**src/rtl/bdec_pkg.sv**
```systemverilog
package bdec_pkg;
  localparam int NUM_SLOTS = 3;
  localparam int TMPL_W    = 5;
  localparam int UNIT_W    = 3;
  localparam int IDX_W     = 2;

  localparam logic [UNIT_W-1:0] UNIT_MEM  = 3'd0;
  localparam logic [UNIT_W-1:0] UNIT_INT  = 3'd1;
  localparam logic [UNIT_W-1:0] UNIT_FP   = 3'd2;
  localparam logic [UNIT_W-1:0] UNIT_BR   = 3'd3;
  localparam logic [UNIT_W-1:0] UNIT_LX   = 3'd4;
  localparam logic [UNIT_W-1:0] UNIT_NONE = 3'd7;

  typedef enum logic [1:0] {
    BK_PLAIN = 2'd0,
    BK_LONG  = 2'd1,
    BK_RSVD  = 2'd2
  } bkind_e;

  typedef struct packed {
    logic [NUM_SLOTS-1:0][UNIT_W-1:0] unit;
    logic [NUM_SLOTS-1:0]             stop;
    bkind_e                           kind;
  } tmpl_info_t;
endpackage

```
**src/rtl/bdec_template_rom.sv**
```systemverilog
module bdec_template_rom
  import bdec_pkg::*;
(
  input  logic [TMPL_W-1:0] tmpl,
  output tmpl_info_t        info
);
  localparam int PAIR_W = TMPL_W - 1;

  logic [PAIR_W-1:0] pair;
  assign pair = tmpl[TMPL_W-1:1];

  function automatic logic [NUM_SLOTS-1:0][UNIT_W-1:0] trio(
    input logic [UNIT_W-1:0] u0,
    input logic [UNIT_W-1:0] u1,
    input logic [UNIT_W-1:0] u2
  );
    return {u2, u1, u0};
  endfunction

  always_comb begin
    info.kind    = BK_PLAIN;
    info.unit    = trio(UNIT_NONE, UNIT_NONE, UNIT_NONE);
    info.stop    = '0;
    info.stop[2] = tmpl[0];
    case (pair)
      4'd0:  info.unit = trio(UNIT_MEM, UNIT_INT, UNIT_INT);
      4'd1: begin
        info.unit    = trio(UNIT_MEM, UNIT_INT, UNIT_INT);
        info.stop[1] = 1'b1;
      end
      4'd2: begin
        info.unit = trio(UNIT_MEM, UNIT_LX, UNIT_LX);
        info.kind = BK_LONG;
      end
      4'd4:  info.unit = trio(UNIT_MEM, UNIT_MEM, UNIT_INT);
      4'd5: begin
        info.unit    = trio(UNIT_MEM, UNIT_MEM, UNIT_INT);
        info.stop[0] = 1'b1;
      end
      4'd6:  info.unit = trio(UNIT_MEM, UNIT_FP,  UNIT_INT);
      4'd7:  info.unit = trio(UNIT_MEM, UNIT_MEM, UNIT_FP);
      4'd8:  info.unit = trio(UNIT_MEM, UNIT_INT, UNIT_BR);
      4'd9:  info.unit = trio(UNIT_MEM, UNIT_BR,  UNIT_BR);
      4'd11: info.unit = trio(UNIT_BR,  UNIT_BR,  UNIT_BR);
      4'd12: info.unit = trio(UNIT_MEM, UNIT_MEM, UNIT_BR);
      4'd14: info.unit = trio(UNIT_MEM, UNIT_FP,  UNIT_BR);
      default: begin
        info.kind = BK_RSVD;
        info.stop = '0;
      end
    endcase
  end
endmodule

```
**src/rtl/bdec_slot_extract.sv**
```systemverilog
module bdec_slot_extract
  import bdec_pkg::*;
#(
  parameter int SLOT_W = 41
) (
  input  logic [TMPL_W+NUM_SLOTS*SLOT_W-1:0] bundle,
  output logic [TMPL_W-1:0]                  tmpl,
  output logic [NUM_SLOTS-1:0][SLOT_W-1:0]   slots
);
  assign tmpl = bundle[TMPL_W-1:0];

  for (genvar k = 0; k < NUM_SLOTS; k++) begin : g_slot
    assign slots[k] = bundle[TMPL_W + k*SLOT_W +: SLOT_W];
  end
endmodule

```
**src/rtl/bdec_beat_seq.sv**
```systemverilog
module bdec_beat_seq
  import bdec_pkg::*;
#(
  parameter int SLOT_W = 41,
  parameter int PAY_W  = 2 * SLOT_W
) (
  input  logic                            clk,
  input  logic                            rst,
  input  logic                            load,
  input  logic [NUM_SLOTS-1:0][SLOT_W-1:0] ld_slots,
  input  tmpl_info_t                      ld_info,
  input  logic                            out_ready,
  output logic                            out_valid,
  output logic [PAY_W-1:0]                out_payload,
  output logic [UNIT_W-1:0]               out_unit,
  output logic [IDX_W-1:0]                out_slot,
  output logic                            out_stop,
  output logic                            out_start,
  output logic                            out_wide,
  output logic                            out_illegal
);
  typedef struct packed {
    logic [PAY_W-1:0]  pay;
    logic [UNIT_W-1:0] unit;
    logic [IDX_W-1:0]  slot;
    logic              stop;
    logic              wide;
    logic              illegal;
  } beat_t;

  function automatic beat_t build_beat(
    input logic [IDX_W-1:0]                idx,
    input logic [NUM_SLOTS-1:0][SLOT_W-1:0] s,
    input tmpl_info_t                      inf
  );
    beat_t b;
    b = '0;
    if (inf.kind == BK_RSVD) begin
      b.unit    = UNIT_NONE;
      b.illegal = 1'b1;
    end else if (inf.kind == BK_LONG && idx != '0) begin
      b.pay  = {s[2], s[1]};
      b.unit = UNIT_LX;
      b.stop = inf.stop[2];
      b.wide = 1'b1;
      b.slot = IDX_W'(1);
    end else begin
      case (idx)
        2'd0:    b.pay = {{(PAY_W-SLOT_W){1'b0}}, s[0]};
        2'd1:    b.pay = {{(PAY_W-SLOT_W){1'b0}}, s[1]};
        default: b.pay = {{(PAY_W-SLOT_W){1'b0}}, s[2]};
      endcase
      case (idx)
        2'd0:    b.unit = inf.unit[0];
        2'd1:    b.unit = inf.unit[1];
        default: b.unit = inf.unit[2];
      endcase
      case (idx)
        2'd0:    b.stop = inf.stop[0];
        2'd1:    b.stop = inf.stop[1];
        default: b.stop = inf.stop[2];
      endcase
      b.slot = idx;
    end
    return b;
  endfunction

  function automatic logic final_beat(input logic [IDX_W-1:0] idx, input bkind_e kind);
    case (kind)
      BK_RSVD: return 1'b1;
      BK_LONG: return idx == IDX_W'(1);
      default: return idx == IDX_W'(NUM_SLOTS-1);
    endcase
  endfunction

  logic [NUM_SLOTS-1:0][SLOT_W-1:0] slots_q;
  tmpl_info_t                       info_q;
  logic [IDX_W-1:0]                 idx_q;
  logic                             pend_start_q;
  beat_t                            first_b;
  beat_t                            next_b;
  logic                             take;
  logic                             last_now;

  assign take     = out_valid && out_ready;
  assign last_now = final_beat(idx_q, info_q.kind);

  always_comb begin
    first_b = build_beat('0, ld_slots, ld_info);
    next_b  = build_beat(idx_q + IDX_W'(1), slots_q, info_q);
  end

  always_ff @(posedge clk) begin
    if (rst) begin
      slots_q      <= '0;
      info_q       <= '{unit: '0, stop: '0, kind: BK_PLAIN};
      idx_q        <= '0;
      pend_start_q <= 1'b1;
      out_valid    <= 1'b0;
      out_payload  <= '0;
      out_unit     <= UNIT_NONE;
      out_slot     <= '0;
      out_stop     <= 1'b0;
      out_start    <= 1'b0;
      out_wide     <= 1'b0;
      out_illegal  <= 1'b0;
    end else begin
      if (take) begin
        if (!out_illegal) pend_start_q <= out_stop;
        if (last_now) begin
          out_valid <= 1'b0;
        end else begin
          idx_q       <= idx_q + IDX_W'(1);
          out_payload <= next_b.pay;
          out_unit    <= next_b.unit;
          out_slot    <= next_b.slot;
          out_stop    <= next_b.stop;
          out_wide    <= next_b.wide;
          out_illegal <= next_b.illegal;
          out_start   <= out_stop;
        end
      end
      if (load) begin
        slots_q     <= ld_slots;
        info_q      <= ld_info;
        idx_q       <= '0;
        out_valid   <= 1'b1;
        out_payload <= first_b.pay;
        out_unit    <= first_b.unit;
        out_slot    <= first_b.slot;
        out_stop    <= first_b.stop;
        out_wide    <= first_b.wide;
        out_illegal <= first_b.illegal;
        out_start   <= first_b.illegal ? 1'b0 : pend_start_q;
      end
    end
  end
endmodule

```
**src/rtl/bundle_slot_decoder.sv**
```systemverilog
module bundle_slot_decoder
  import bdec_pkg::*;
#(
  parameter int SLOT_W = 41
) (
  input  logic                                  clk,
  input  logic                                  rst,
  input  logic                                  in_valid,
  output logic                                  in_ready,
  input  logic [TMPL_W+NUM_SLOTS*SLOT_W-1:0]    in_bundle,
  output logic                                  out_valid,
  input  logic                                  out_ready,
  output logic [2*SLOT_W-1:0]                   out_payload,
  output logic [UNIT_W-1:0]                     out_unit,
  output logic [IDX_W-1:0]                      out_slot,
  output logic                                  out_stop,
  output logic                                  out_start,
  output logic                                  out_wide,
  output logic                                  out_illegal
);
  localparam int PAY_W = 2 * SLOT_W;

  logic [TMPL_W-1:0]                tmpl;
  logic [NUM_SLOTS-1:0][SLOT_W-1:0] slots;
  tmpl_info_t                       info;
  logic                             accept;

  assign in_ready = !out_valid;
  assign accept   = in_valid && in_ready;

  bdec_slot_extract #(.SLOT_W(SLOT_W)) u_extract (
    .bundle (in_bundle),
    .tmpl   (tmpl),
    .slots  (slots)
  );

  bdec_template_rom u_rom (
    .tmpl (tmpl),
    .info (info)
  );

  bdec_beat_seq #(.SLOT_W(SLOT_W), .PAY_W(PAY_W)) u_seq (
    .clk         (clk),
    .rst         (rst),
    .load        (accept),
    .ld_slots    (slots),
    .ld_info     (info),
    .out_ready   (out_ready),
    .out_valid   (out_valid),
    .out_payload (out_payload),
    .out_unit    (out_unit),
    .out_slot    (out_slot),
    .out_stop    (out_stop),
    .out_start   (out_start),
    .out_wide    (out_wide),
    .out_illegal (out_illegal)
  );
endmodule

```
**config.mk**
```make
export PLATFORM = sky130hd
export DESIGN_NAME = bundle_slot_decoder
export DESIGN_NICKNAME = d
export VERILOG_FILES = /design/src/rtl/bdec_pkg.sv /design/src/rtl/bdec_template_rom.sv /design/src/rtl/bdec_slot_extract.sv /design/src/rtl/bdec_beat_seq.sv /design/src/rtl/bundle_slot_decoder.sv
export SDC_FILE = /design/constraint.sdc
export NUM_CORES = 1
export LEC_CHECK = 0
export ABC_AREA = 1
export ABC_CLOCK_PERIOD_IN_PS = 2700
export BUFFER_PORTS_ARGS = -buffer_cell sky130_fd_sc_hd__buf_2
export CAP_MARGIN = 0
export CORE_ASPECT_RATIO = 0.6
export CORE_MARGIN = 2
export CORE_UTILIZATION = 50
export CTS_BUF_LIST = sky130_fd_sc_hd__clkbuf_2 sky130_fd_sc_hd__clkbuf_4 sky130_fd_sc_hd__clkbuf_8
export DETAILED_ROUTE_END_ITERATION = 12
export GPL_TIMING_DRIVEN = 1
export PLACE_DENSITY = 0.76
export SYNTH_ARGS = -nofsm -noshare
export SYNTH_HDL_FRONTEND = slang
export SYNTH_HIERARCHICAL = 1
export SYNTH_SLANG_ARGS = --single-unit
```
**constraint.sdc**
```tcl
create_clock -name clk -period 2.7 [get_ports clk]
set_clock_uncertainty 0.2 [all_clocks]
set_input_delay 0.27 -clock clk [delete_from_list [all_inputs] [get_ports clk]]
set_output_delay 0.27 -clock clk [all_outputs]
set_load 0.01 [all_outputs]
```
==> metrics.cfg <==
[run_status]
status=complete, no violations

[worst_setup_path]
cp_data_arrival_time_ns=2.52
crit_required_ns=2.88
critPathKind=reg -> reg
end_kind=register
worstPathMaxFanout=41
start_kind=register

[routing]
wl_met3_um=4910
viasPerCell=5.25
routedWlPerCell_um=17.0
vias=12400
topRoutingLayerUsed=met4
ant_nets=0
totalWireLength_um=40000
wl_met2_um=15600
drt_iter0_markers=1525
drc_errors=0
firstDrtPassIters=7
wl_met1_um=18700

[synthesis]
async_flop_share_pct=0
synth-edff-count=0
ys_ff_latch=232
syn_nets=1985
synth_flop_cell=dfxtp_1
syn_area_mm2=0.0122
yosys_warnings=6
netlist_instances=1851
yosysSeqAreaShare_pct=38.1
avgSynthCellArea_um2=6.59
yosysUniqueCellTypes=31

[grt]
grt_max_degree=131
grt_pass1_vias=11400
antenna_found_initial=2
overflow=0
track_usage_pct=30.6
grt_pass1_wl_um=62100

[sta]
setup_tns_ns=0
hold_viol=0
rsz0062_at_grt=no
postLayoutSetupSlackWorst_ns=0.360
maxSlewHeadroom_pct=38.8
setup_viol=0
finalCriticalPeriod_ns=2.34
report.final.slew_viol_count=0
fin_crit_sh_pct=86.7
fmax_ghz=0.427
worst_pin_slew_ns=0.919

[clocking]
post-cts-setup-buffers=0
cts_root_buf=clkbuf_8
clockBufferDepth=3
insertion_delay_ns=0.54
h-tree-depth=2
path_clk_slew_ns=0.07
clock_sinks=232
cts_made_buffers=37
cts_tree=yes

[placed_design]
dp.cells=2164
port_buffers=224
dp_slack_ns=0.419
detailed_place_hpwl_um=25200
finalWeightedCongestion=0.922

[floorplan]
dieArea_mm2=0.0257
fp-row-count=44
core_area_mm2=0.0241
num_io_pins=225
die_y_um=125
die_w_um=206
start_util_pct=50.7

[finish]
fillers=2212
finalNonFillerCells=2360
drive_gt1_share_pct=17.4
nets=2142
syn2layout_area_growth_pct=19.1

[pwr]
power_density_mw_per_mm2=602
peakVddDrop_uv=435
static-leakage-power_nw=7.15

[run]
drv_cap=0

[min_path]
worstHoldPathType=in -> reg

==> path summary, 6_finish.rpt <==
| check | startpoint | end | slack, ns | cells after the start |
|---|---|---|---|---|
| hold reg to reg | u_seq/slots_q[4]$_SDFFE_PP0P_ | u_seq/slots_q[4]$_SDFFE_PP0P_ | 0.24 | 2 |
| setup reg to reg | u_seq/out_valid$_SDFFE_PP0P_ | u_seq/out_payload[59]$_SDFFE_PP0P_ | 0.36 | 6 |
| setup / recovery | u_seq/out_valid$_SDFFE_PP0P_ | u_seq/out_payload[59]$_SDFFE_PP0P_ | 0.36 | 6 |
| hold / removal | in_bundle[1] | u_seq/info_q[12]$_SDFFE_PP0P_ | 0.05 | 5 |
==> metal layers <==
layer | global-route usage [%] | vias up
li1 | - | 6068
met1 | 47.6 | 5565
met2 | 41.5 | 684
met3 | 7.64 | 73
met4 | 7.41 | 0
met5 | 0 | -
==> kinds of logic after synthesis <==
logic type / after synthesis / share of synthesized area (%)
AOI/OAI and AO/OA: 193 / 7.99
adders and majority gates: 2 / 0.205
DFF: 232 / 38.1
buffers and inverters: 335 / 15.5
and+or+nand+nor: 1089 / 38.2
==> critical path: stages, from the launching register on <==
cell and delay (ns):
dfxtp_1 0.43, nand2_1 0.11, inv_1 0.10, nand4_4 0.67
buf_12 0.45, nand3_1 0.10, a21oi_1 0.09
==> report_power, final <==
group | leakage [nW] | switching [mW] | internal, mW | total, mW
clock network | 0.420 | 1.43 | 1.82 | 3.25
logic | 4.82 | 1.01 | 0.646 | 1.65
registers | 1.91 | 0.168 | 3.66 | 3.83
total | 7.15 | 2.60 | 6.13 | 8.73
==> layout make-up <==
cell class	instances	area, µm²	share of cell area (%)
multi-input cells	1284	5680	39.1
clock inverters	4	50.0	0.345
inverters	74	284	1.96
diodes	2	5.00	0.0345
clock buffers	63	742	5.11
repair buffers	379	2720	18.7
well taps	322	403	2.77
flip-flops and latches	232	4640	32.0
==> sequential cells by signal, indices dropped and copies added, names as in the netlist, 2 cells and up <==
register           cells
u_seq/idx_q            2
u_seq/info_q          14
u_seq/out_payload     82
u_seq/out_slot         2
u_seq/out_unit         3
u_seq/slots_q        123
==> synth_stat cells, types with 2 or more instances <==
library cell	number	area share, %
inv_1	67	2.1
o21ai_0	54	2.2
dfxtp_1	232	38
buf_1	17	0.52
buf_4	143	8.8
inv_2	6	0.18
buf_2	54	2.2
nand3b_1	42	2.6
nand2_4	2	0.18
nand3_1	226	9.3
buf_6	4	0.37
clkbuf_1	43	1.3
nand2_1	594	18
ha_1	2	0.21
a21oi_1	134	5.5
nand2_2	10	0.51
o21ai_1	2	0.082
nor2_1	199	6.1
nor2_2	8	0.41
==> through the flow <==
stage,instance area (µm²),hold slack [ns],util (%),total power [mW]
6_report,14500,0.0519,60.3,8.73
5_1_grt,14500,0.0457,60.3,9.16
4_1_cts,14500,0.0108,60.3,8.76
3_5_place_dp,12500,0.235,51.8,5.37
3_3_place_gp,12500,0.227,51.8,5.34
2_1_floorplan,12200,0.219,-,4.98
==> cell usage in the layout, fill, tap and decap left out, types with 2 or more instances in the layout <==
master	synthesis	layout
a21oi_1	134	134
buf_12	0	9
buf_2	54	224
buf_4	143	19
clkbuf_4	0	20
clkbuf_8	0	43
clkinv_2	0	2
clkinvlp_4	0	2
dfxtp_1	232	232
diode_2	0	2
dlygate4sd3_1	0	127
ha_2	0	2
inv_1	67	65
inv_2	6	6
nand2_1	594	594
nand2_2	10	10
nand2_4	2	2
nand3_1	226	226
nand3b_1	42	42
nor2_1	199	199
nor2_2	8	5
nor2_4	1	4
o21ai_0	54	54
o21ai_1	2	2
==> what timing repair did <==
action,4_1_cts,5_1_grt
resized for setup,0,0
endpoints found under the hold margin,170,0
hold buffers,127,0
Power figures use the tool's default switching activity.
